[src/rtl/ivl_timer_pkg.sv]
package ivl_timer_pkg;

    localparam int unsigned NUM_DIV = 5;
    localparam int unsigned PRE_W   = 6;

    typedef int unsigned div_log2_t [NUM_DIV];
    localparam div_log2_t DIV_LOG2 = '{0, 1, 3, 5, 6};

    typedef enum logic [2:0] {
        SRC_DIV1  = 3'd0,
        SRC_DIV2  = 3'd1,
        SRC_DIV8  = 3'd2,
        SRC_DIV32 = 3'd3,
        SRC_DIV64 = 3'd4,
        SRC_EXT_A = 3'd5,
        SRC_EXT_B = 3'd6,
        SRC_NONE  = 3'd7
    } src_sel_e;

    localparam logic [1:0] ADDR_COUNT = 2'd0;
    localparam logic [1:0] ADDR_CTRL  = 2'd1;

endpackage

[src/rtl/ivl_prescaler.sv]
module ivl_prescaler
    import ivl_timer_pkg::*;
(
    input  logic               clk,
    input  logic               rst_n,
    output logic [NUM_DIV-1:0] div_tick
);

    typedef struct packed {
        logic [PRE_W-1:0] cnt;
    } pre_state_t;

    pre_state_t pre_d, pre_q;

    always_comb begin
        pre_d     = pre_q;
        pre_d.cnt = pre_q.cnt + 1'b1;
    end

    always_ff @(posedge clk or negedge rst_n) begin
        if (!rst_n) pre_q <= '0;
        else        pre_q <= pre_d;
    end

    for (genvar g = 0; g < NUM_DIV; g++) begin : g_tap
        if (DIV_LOG2[g] == 0) begin : g_full
            assign div_tick[g] = 1'b1;
        end else begin : g_part
            assign div_tick[g] = &pre_q.cnt[DIV_LOG2[g]-1:0];
        end
    end

    // the divide-by-two enable alternates
    assert_div2_alternates_R8: assert property (@(posedge clk) disable iff (!rst_n)
        div_tick[1] |=> !div_tick[1]);
    // the divide-by-64 enable is never high two cycles in a row
    assert_div64_single_R8: assert property (@(posedge clk) disable iff (!rst_n)
        div_tick[4] |=> !div_tick[4]);

endmodule

[src/rtl/ivl_src_mux.sv]
module ivl_src_mux
    import ivl_timer_pkg::*;
(
    input  logic [NUM_DIV-1:0] div_tick,
    input  logic               ext_a,
    input  logic               ext_b,
    input  src_sel_e           sel,
    output logic               tick
);

    always_comb begin
        unique case (sel)
            SRC_DIV1:  tick = div_tick[0];
            SRC_DIV2:  tick = div_tick[1];
            SRC_DIV8:  tick = div_tick[2];
            SRC_DIV32: tick = div_tick[3];
            SRC_DIV64: tick = div_tick[4];
            SRC_EXT_A: tick = ext_a;
            SRC_EXT_B: tick = ext_b;
            default:   tick = 1'b0;
        endcase
    end

endmodule

[src/rtl/ivl_ctrl_regs.sv]
module ivl_ctrl_regs
    import ivl_timer_pkg::*;
#(
    parameter int unsigned DATA_W = 16
) (
    input  logic              clk,
    input  logic              rst_n,
    input  logic              wen,
    input  logic [1:0]        addr,
    input  logic              wdata_run,
    input  logic [2:0]        wdata_src,
    input  logic [DATA_W-1:0] count,
    output logic              run,
    output src_sel_e          src,
    output logic              wr_count,
    output logic [DATA_W-1:0] rdata
);

    typedef struct packed {
        logic     run;
        src_sel_e src;
    } ctrl_state_t;

    ctrl_state_t ctl_d, ctl_q;
    logic        wr_ctrl;

    assign wr_ctrl  = wen && (addr == ADDR_CTRL);
    assign wr_count = wen && (addr == ADDR_COUNT);

    always_comb begin
        ctl_d = ctl_q;
        if (wr_ctrl) begin
            ctl_d.run = wdata_run;
            ctl_d.src = src_sel_e'(wdata_src);
        end
    end

    always_ff @(posedge clk or negedge rst_n) begin
        if (!rst_n) begin
            ctl_q.run <= 1'b0;
            ctl_q.src <= SRC_DIV1;
        end else begin
            ctl_q <= ctl_d;
        end
    end

    always_comb begin
        rdata = '0;
        if (addr == ADDR_COUNT) begin
            rdata = count;
        end else if (addr == ADDR_CTRL) begin
            rdata[0]   = ctl_q.run;
            rdata[6:4] = ctl_q.src;
        end
    end

    assign run = ctl_q.run;
    assign src = ctl_q.src;

    // the control register moves only on a write to its own address
    assert_ctrl_stable_R9: assert property (@(posedge clk) disable iff (!rst_n)
        !wr_ctrl |=> ($stable(run) && $stable(src)));

endmodule

[src/rtl/ivl_down_core.sv]
module ivl_down_core #(
    parameter int unsigned CNT_W = 16
) (
    input  logic             clk,
    input  logic             rst_n,
    input  logic             run,
    input  logic             tick,
    input  logic             wr_count,
    input  logic [CNT_W-1:0] wdata,
    output logic [CNT_W-1:0] count,
    output logic             irq
);

    typedef struct packed {
        logic [CNT_W-1:0] cnt;
        logic [CNT_W-1:0] rel;
        logic             irq;
    } core_state_t;

    core_state_t st_d, st_q;
    logic        at_zero;

    assign at_zero = (st_q.cnt == '0);

    always_comb begin
        st_d     = st_q;
        st_d.irq = 1'b0;
        if (wr_count) st_d.rel = wdata;
        if (!run) begin
            if (wr_count) st_d.cnt = wdata;
        end else if (tick) begin
            if (at_zero) begin
                st_d.cnt = st_d.rel;
                st_d.irq = 1'b1;
            end else begin
                st_d.cnt = st_q.cnt - 1'b1;
            end
        end
    end

    always_ff @(posedge clk or negedge rst_n) begin
        if (!rst_n) st_q <= '0;
        else        st_q <= st_d;
    end

    assign count = st_q.cnt;
    assign irq   = st_q.irq;

    // a running tick on a nonzero count steps down by one
    assert_step_down_R1: assert property (@(posedge clk) disable iff (!rst_n)
        (run && tick && !at_zero) |=> (count == $past(count) - 1'b1));
    // the count shown with the interrupt equals the reload value
    assert_reload_on_irq_R2: assert property (@(posedge clk) disable iff (!rst_n)
        irq |-> (count == st_q.rel));
    // stopped and not written, the count holds
    assert_hold_stopped_R4: assert property (@(posedge clk) disable iff (!rst_n)
        (!run && !wr_count) |=> $stable(count));
    // an interrupt only follows a zero count
    assert_irq_after_zero_R5: assert property (@(posedge clk) disable iff (!rst_n)
        irq |-> ($past(count) == '0));
    // stopped write lands in the counter
    assert_stopped_write_R6: assert property (@(posedge clk) disable iff (!rst_n)
        (wr_count && !run) |=> (count == $past(wdata)));
    // running write without a tick leaves the count alone
    assert_run_write_no_load_R7: assert property (@(posedge clk) disable iff (!rst_n)
        (wr_count && run && !tick) |=> $stable(count));

endmodule

[src/rtl/ivl_timer.sv]
module ivl_timer
    import ivl_timer_pkg::*;
#(
    parameter int unsigned CNT_W = 16
) (
    input  logic             clk,
    input  logic             rst_n,
    input  logic             bus_wen,
    input  logic [1:0]       bus_addr,
    input  logic [CNT_W-1:0] bus_wdata,
    output logic [CNT_W-1:0] bus_rdata,
    input  logic             ext_tick_a,
    input  logic             ext_tick_b,
    output logic             irq
);

    logic [NUM_DIV-1:0] div_tick;
    logic               run;
    src_sel_e           src;
    logic               wr_count;
    logic               tick;
    logic [CNT_W-1:0]   count;

    ivl_prescaler i_pre (
        .clk      (clk),
        .rst_n    (rst_n),
        .div_tick (div_tick)
    );

    ivl_src_mux i_mux (
        .div_tick (div_tick),
        .ext_a    (ext_tick_a),
        .ext_b    (ext_tick_b),
        .sel      (src),
        .tick     (tick)
    );

    ivl_ctrl_regs #(.DATA_W(CNT_W)) i_regs (
        .clk       (clk),
        .rst_n     (rst_n),
        .wen       (bus_wen),
        .addr      (bus_addr),
        .wdata_run (bus_wdata[0]),
        .wdata_src (bus_wdata[6:4]),
        .count     (count),
        .run       (run),
        .src       (src),
        .wr_count  (wr_count),
        .rdata     (bus_rdata)
    );

    ivl_down_core #(.CNT_W(CNT_W)) i_core (
        .clk      (clk),
        .rst_n    (rst_n),
        .run      (run),
        .tick     (tick),
        .wr_count (wr_count),
        .wdata    (bus_wdata),
        .count    (count),
        .irq      (irq)
    );

endmodule

[config.mk]
export PLATFORM = sky130hd
export DESIGN_NAME = ivl_timer
export DESIGN_NICKNAME = d
export VERILOG_FILES = /design/src/rtl/ivl_timer_pkg.sv /design/src/rtl/ivl_prescaler.sv /design/src/rtl/ivl_src_mux.sv /design/src/rtl/ivl_ctrl_regs.sv /design/src/rtl/ivl_down_core.sv /design/src/rtl/ivl_timer.sv
export SDC_FILE = /design/constraint.sdc
export NUM_CORES = 1
export LEC_CHECK = 0
export ABC_AREA = 1
export BUFFER_PORTS_ARGS = -buffer_cell sky130_fd_sc_hd__clkbuf_2
export CAP_MARGIN = 0
export CORE_ASPECT_RATIO = 0.5
export CORE_MARGIN = 3
export CORE_UTILIZATION = 58
export DETAILED_ROUTE_END_ITERATION = 6
export PLACE_DENSITY = 0.91
export SYNTH_ARGS = -nofsm -noshare
export SYNTH_HDL_FRONTEND = slang
export SYNTH_SLANG_ARGS = --single-unit
[constraint.sdc]
create_clock -name clk -period 1.9 [get_ports clk]
set_input_delay 0.19 -clock clk [delete_from_list [all_inputs] [get_ports clk]]
set_output_delay 0.19 -clock clk [all_outputs]
set_load 0.005 [all_outputs]
==> results.txt <==
setup slack of the critical path after layout: 0.0849 ns
worst min-delay path category: input pin to flip-flop
average cell area after synthesis: 6.64 um^2
total clock buffers created by CTS: 5
CP delay by family, top: simple AND/OR/NAND/NOR gates
period utilisation layout: 0.955
final critical path time including I/O delays and setup: 1.82 ns
Die Span X: 105 um
register area share after synthesis: 0.380
summed negative setup slack over all endpoints: 0 ns
maximum count of clock buffers along a single path: 2
num rows: 17
mean routed wirelength per cell: 12.5 um
maximum number of pins on one net before global-route repair: 44
number of iterations in the first detailed-routing pass: 6
number of input and output port buffers inserted: 39
cell area after placement: 3100 um^2
total setup violations reported at the end of the flow: 0
clock slew at reported path FFs: 0.08 ns
slew margin rel.: 0.610
warning count from the yosys run: 0
share of total power in combinational logic: 0.489
Internal Power: 2.10 mW
number of global-route vias before repair: 2,462
Final Hold Fails: 0
startpoint types: flip-flop
NumNets Final: 508
overall fraction of global-route tracks in use: 0.239
number of nets with antenna violations after routing: 0
signal arrival time at the worst endpoint: 2.01 ns
Crit Path Max Fanout: 10
most frequently used flop master after synthesis: dfrtp_1
Synth async-reset ratio: 1.00
kind of end point of the critical path: flip-flop
most frequent cell after synthesis: nand2_1
CP required: 2.09 ns
Die ar.: 5800 um^2
Die Y-Extent: 55.4 um
cell types with the highest counts after synthesis: 171 x nand2_1, 53 x inv_1, 49 x nor2_1
global-route wire length before repair: 11.4 mm
cell taking the most area after synthesis: dfrtp_1
category of the most critical setup path: flip-flop to flip-flop
number of filler cells placed in the layout: 375
area of the mapped netlist: 2830 um^2
initial antenna violation count: 0
power density relative to cell area: 1190 nW/um^2
switching share of power: 0.457
register bit count reported by yosys: 43
static leakage: 1.84 nW
area of all sequential standard cells: 1080 um^2
post-route cell area: 3260 um^2
largest cells by area after synthesis: dfrtp_1 38%, nand2_1 23%, nand3_1 7.1%
switching pwr: 1.77 mW
# Max-Cap Violations: 0
weighted congestion at the end of routability-driven global placement: 0.971
fraction of synthesized cell area taken by the top area cell type: 0.380
number of H-tree branching levels: 2
number of flops mapped to enable cells by yosys: 0
total length of routed wires: 6.86 mm
slew at the pin closest to its max-slew limit: 0.584 ns
slowest CP cell: dfrtp_1
portion of total power attributed to the clock network: 0.151
# clock sinks: 43
largest stage delay on the critical path: 0.40 ns
ratio of cells with drive above 1 in the final layout: 0.189
total area of multi-input combinational cells: 1480 um^2
starting utilization of the core area: 0.622
number of distinct library cells after synthesis: 23
Vias/cell: 5.20
worst-case clock skew: 0.00924 ns
share of the core filled with cells: 0.716
critical path buffer and inverter count: 2
final slew viol count: 0
DRC violation total after the first TritonRoute iteration: 207
total vias in the final route: 2,847
placed wire-length estimate: 5.03 mm
CTS root buffer: clkbuf_8
Worst IR Drop VDD: 0.487 mV
most common cell type on the critical path: nand2_1
Area growth syn-to-layout: 15.1%
CTS tree: done
sum of overflow across all layers after global routing: 0
nets in the synthesized netlist: 454
clock network latency to the later pin of the worst-skew pair: 0.31 ns
post-route DRC violation count: 0
Post-Synthesis Cells: 426
Critical Path, Cell by Cell: ha_2 > nand3_2 > inv_1 > ha_2 > nand2_1 > nand3_1 > nand3_2 > nand2_4 > a21oi_4 > inv_2 > nand2_1 > nand2_1
part of the total power dissipated in sequential elements: 0.360
# diodes: 0
run status: completed
Core ar.: 4550 um^2
boundary pin count: 40
Fmax achieved: 551 MHz
pre-CTS WS: 0.0303 ns
-- placed cells by master (no fill, tap or decap), types with 4 or more instances in the layout --
master and instances:
o21ai_0 16, buf_4 13, clkbuf_2 39, nor2_4 6, clkbuf_8 5, nor2_2 11, nand4_1 4, dfrtp_1 43
nor2_1 49, o22ai_1 4, inv_1 53, nand2_1 170, nand3_1 38
-- cell families after synthesis --
logic type / share of synthesized area
DFF: 0.380
buffers and inverters: 0.105
and+or+nand+nor: 0.435
adders and majority gates: 0.0221
AOI/OAI and AO/OA: 0.0482
xor gates and xnor gates: 0.00929
-- worst register-to-register path, delay by kind of cell (launching register included) --
family                   cells  cell delay, ns
AND/OR/NAND/NOR              7            0.56
flip-flops                   1            0.40
adder cells (fa/ha/maj)      2            0.36
AO/OA/AOI/OAI                1            0.21
buffers and inverters        2            0.19
-- flip-flops by register name (all words and copies together), names as in the netlist --
signal / count
i_regs.run: 1
i_regs.src: 3
i_core.irq: 1
i_core.st_q: 16
i_core.count: 16
i_pre.pre_q: 6
-- final timing paths --
path	slack, ns	cells after the start	startpoint	to
worst max-delay path	0.08	12	i_pre.pre_q[0]$_DFF_PN0_	i_core.count[5]$_DFFE_PN0P_
worst min-delay path	0.15	3	bus_wdata[8]	i_core.st_q[9]$_DFF_PN0_
worst max register to register	0.08	12	i_pre.pre_q[0]$_DFF_PN0_	i_core.count[5]$_DFFE_PN0P_
worst min register to register	0.48	2	i_core.st_q[10]$_DFF_PN0_	i_core.st_q[10]$_DFF_PN0_
max in group asynchronous	1.02	3	rst_n	i_regs.src[1]$_DFFE_PN0P_
min in group asynchronous	0.49	3	rst_n	i_core.count[7]$_DFFE_PN0P_
-- stage by stage --
step | instances | hold slack (ns) | total power [mW]
after floorplan | 426 | -0.106 | 2.67
after global placement | 533 | 0.304 | 3.16
after detailed placement | 533 | 0.303 | 3.21
after CTS | 542 | 0.152 | 3.80
after global routing | 547 | 0.173 | 4.21
final | 547 | 0.153 | 3.87
-- power by group through the flow --
stage	clock, mW	sequential [mW]	combinational (mW)
floorplan	0	1.34	1.33
global placement	0	1.40	1.77
detailed placement	0	1.40	1.81
CTS	0.590	1.39	1.82
global route	0.626	1.43	2.16
finish	0.584	1.39	1.90
-- routing by layer --
layer,wire length (um),global-route usage,vias to the layer above,share of wire
met5,0,0,-,0
met4,104,0.0729,0,0.015
met3,473,0.0408,14,0.069
met2,3100,0.376,108,0.45
met1,3180,0.339,1309,0.46
li1,-,-,1416,-
-- timing repair --
| action | CTS | global route |
|---|---|---|
| hold buffers | 1 | 0 |
| setup buffers | 0 | 4 |
| hold endpoints to repair | 43 | 0 |
| endpoints found under the setup margin | 0 | 16 |
| resized for setup | 0 | 9 |
-- area by class of cell --
type	instances	area share
timing repair buffer	56	0.101
multi-input combinational	319	0.455
sequential	43	0.330
tap	66	0.0253
inverter	55	0.0634
clock buffer	7	0.0234
clock inverter	1	0.00154
(Power assumes the default switching activity.)
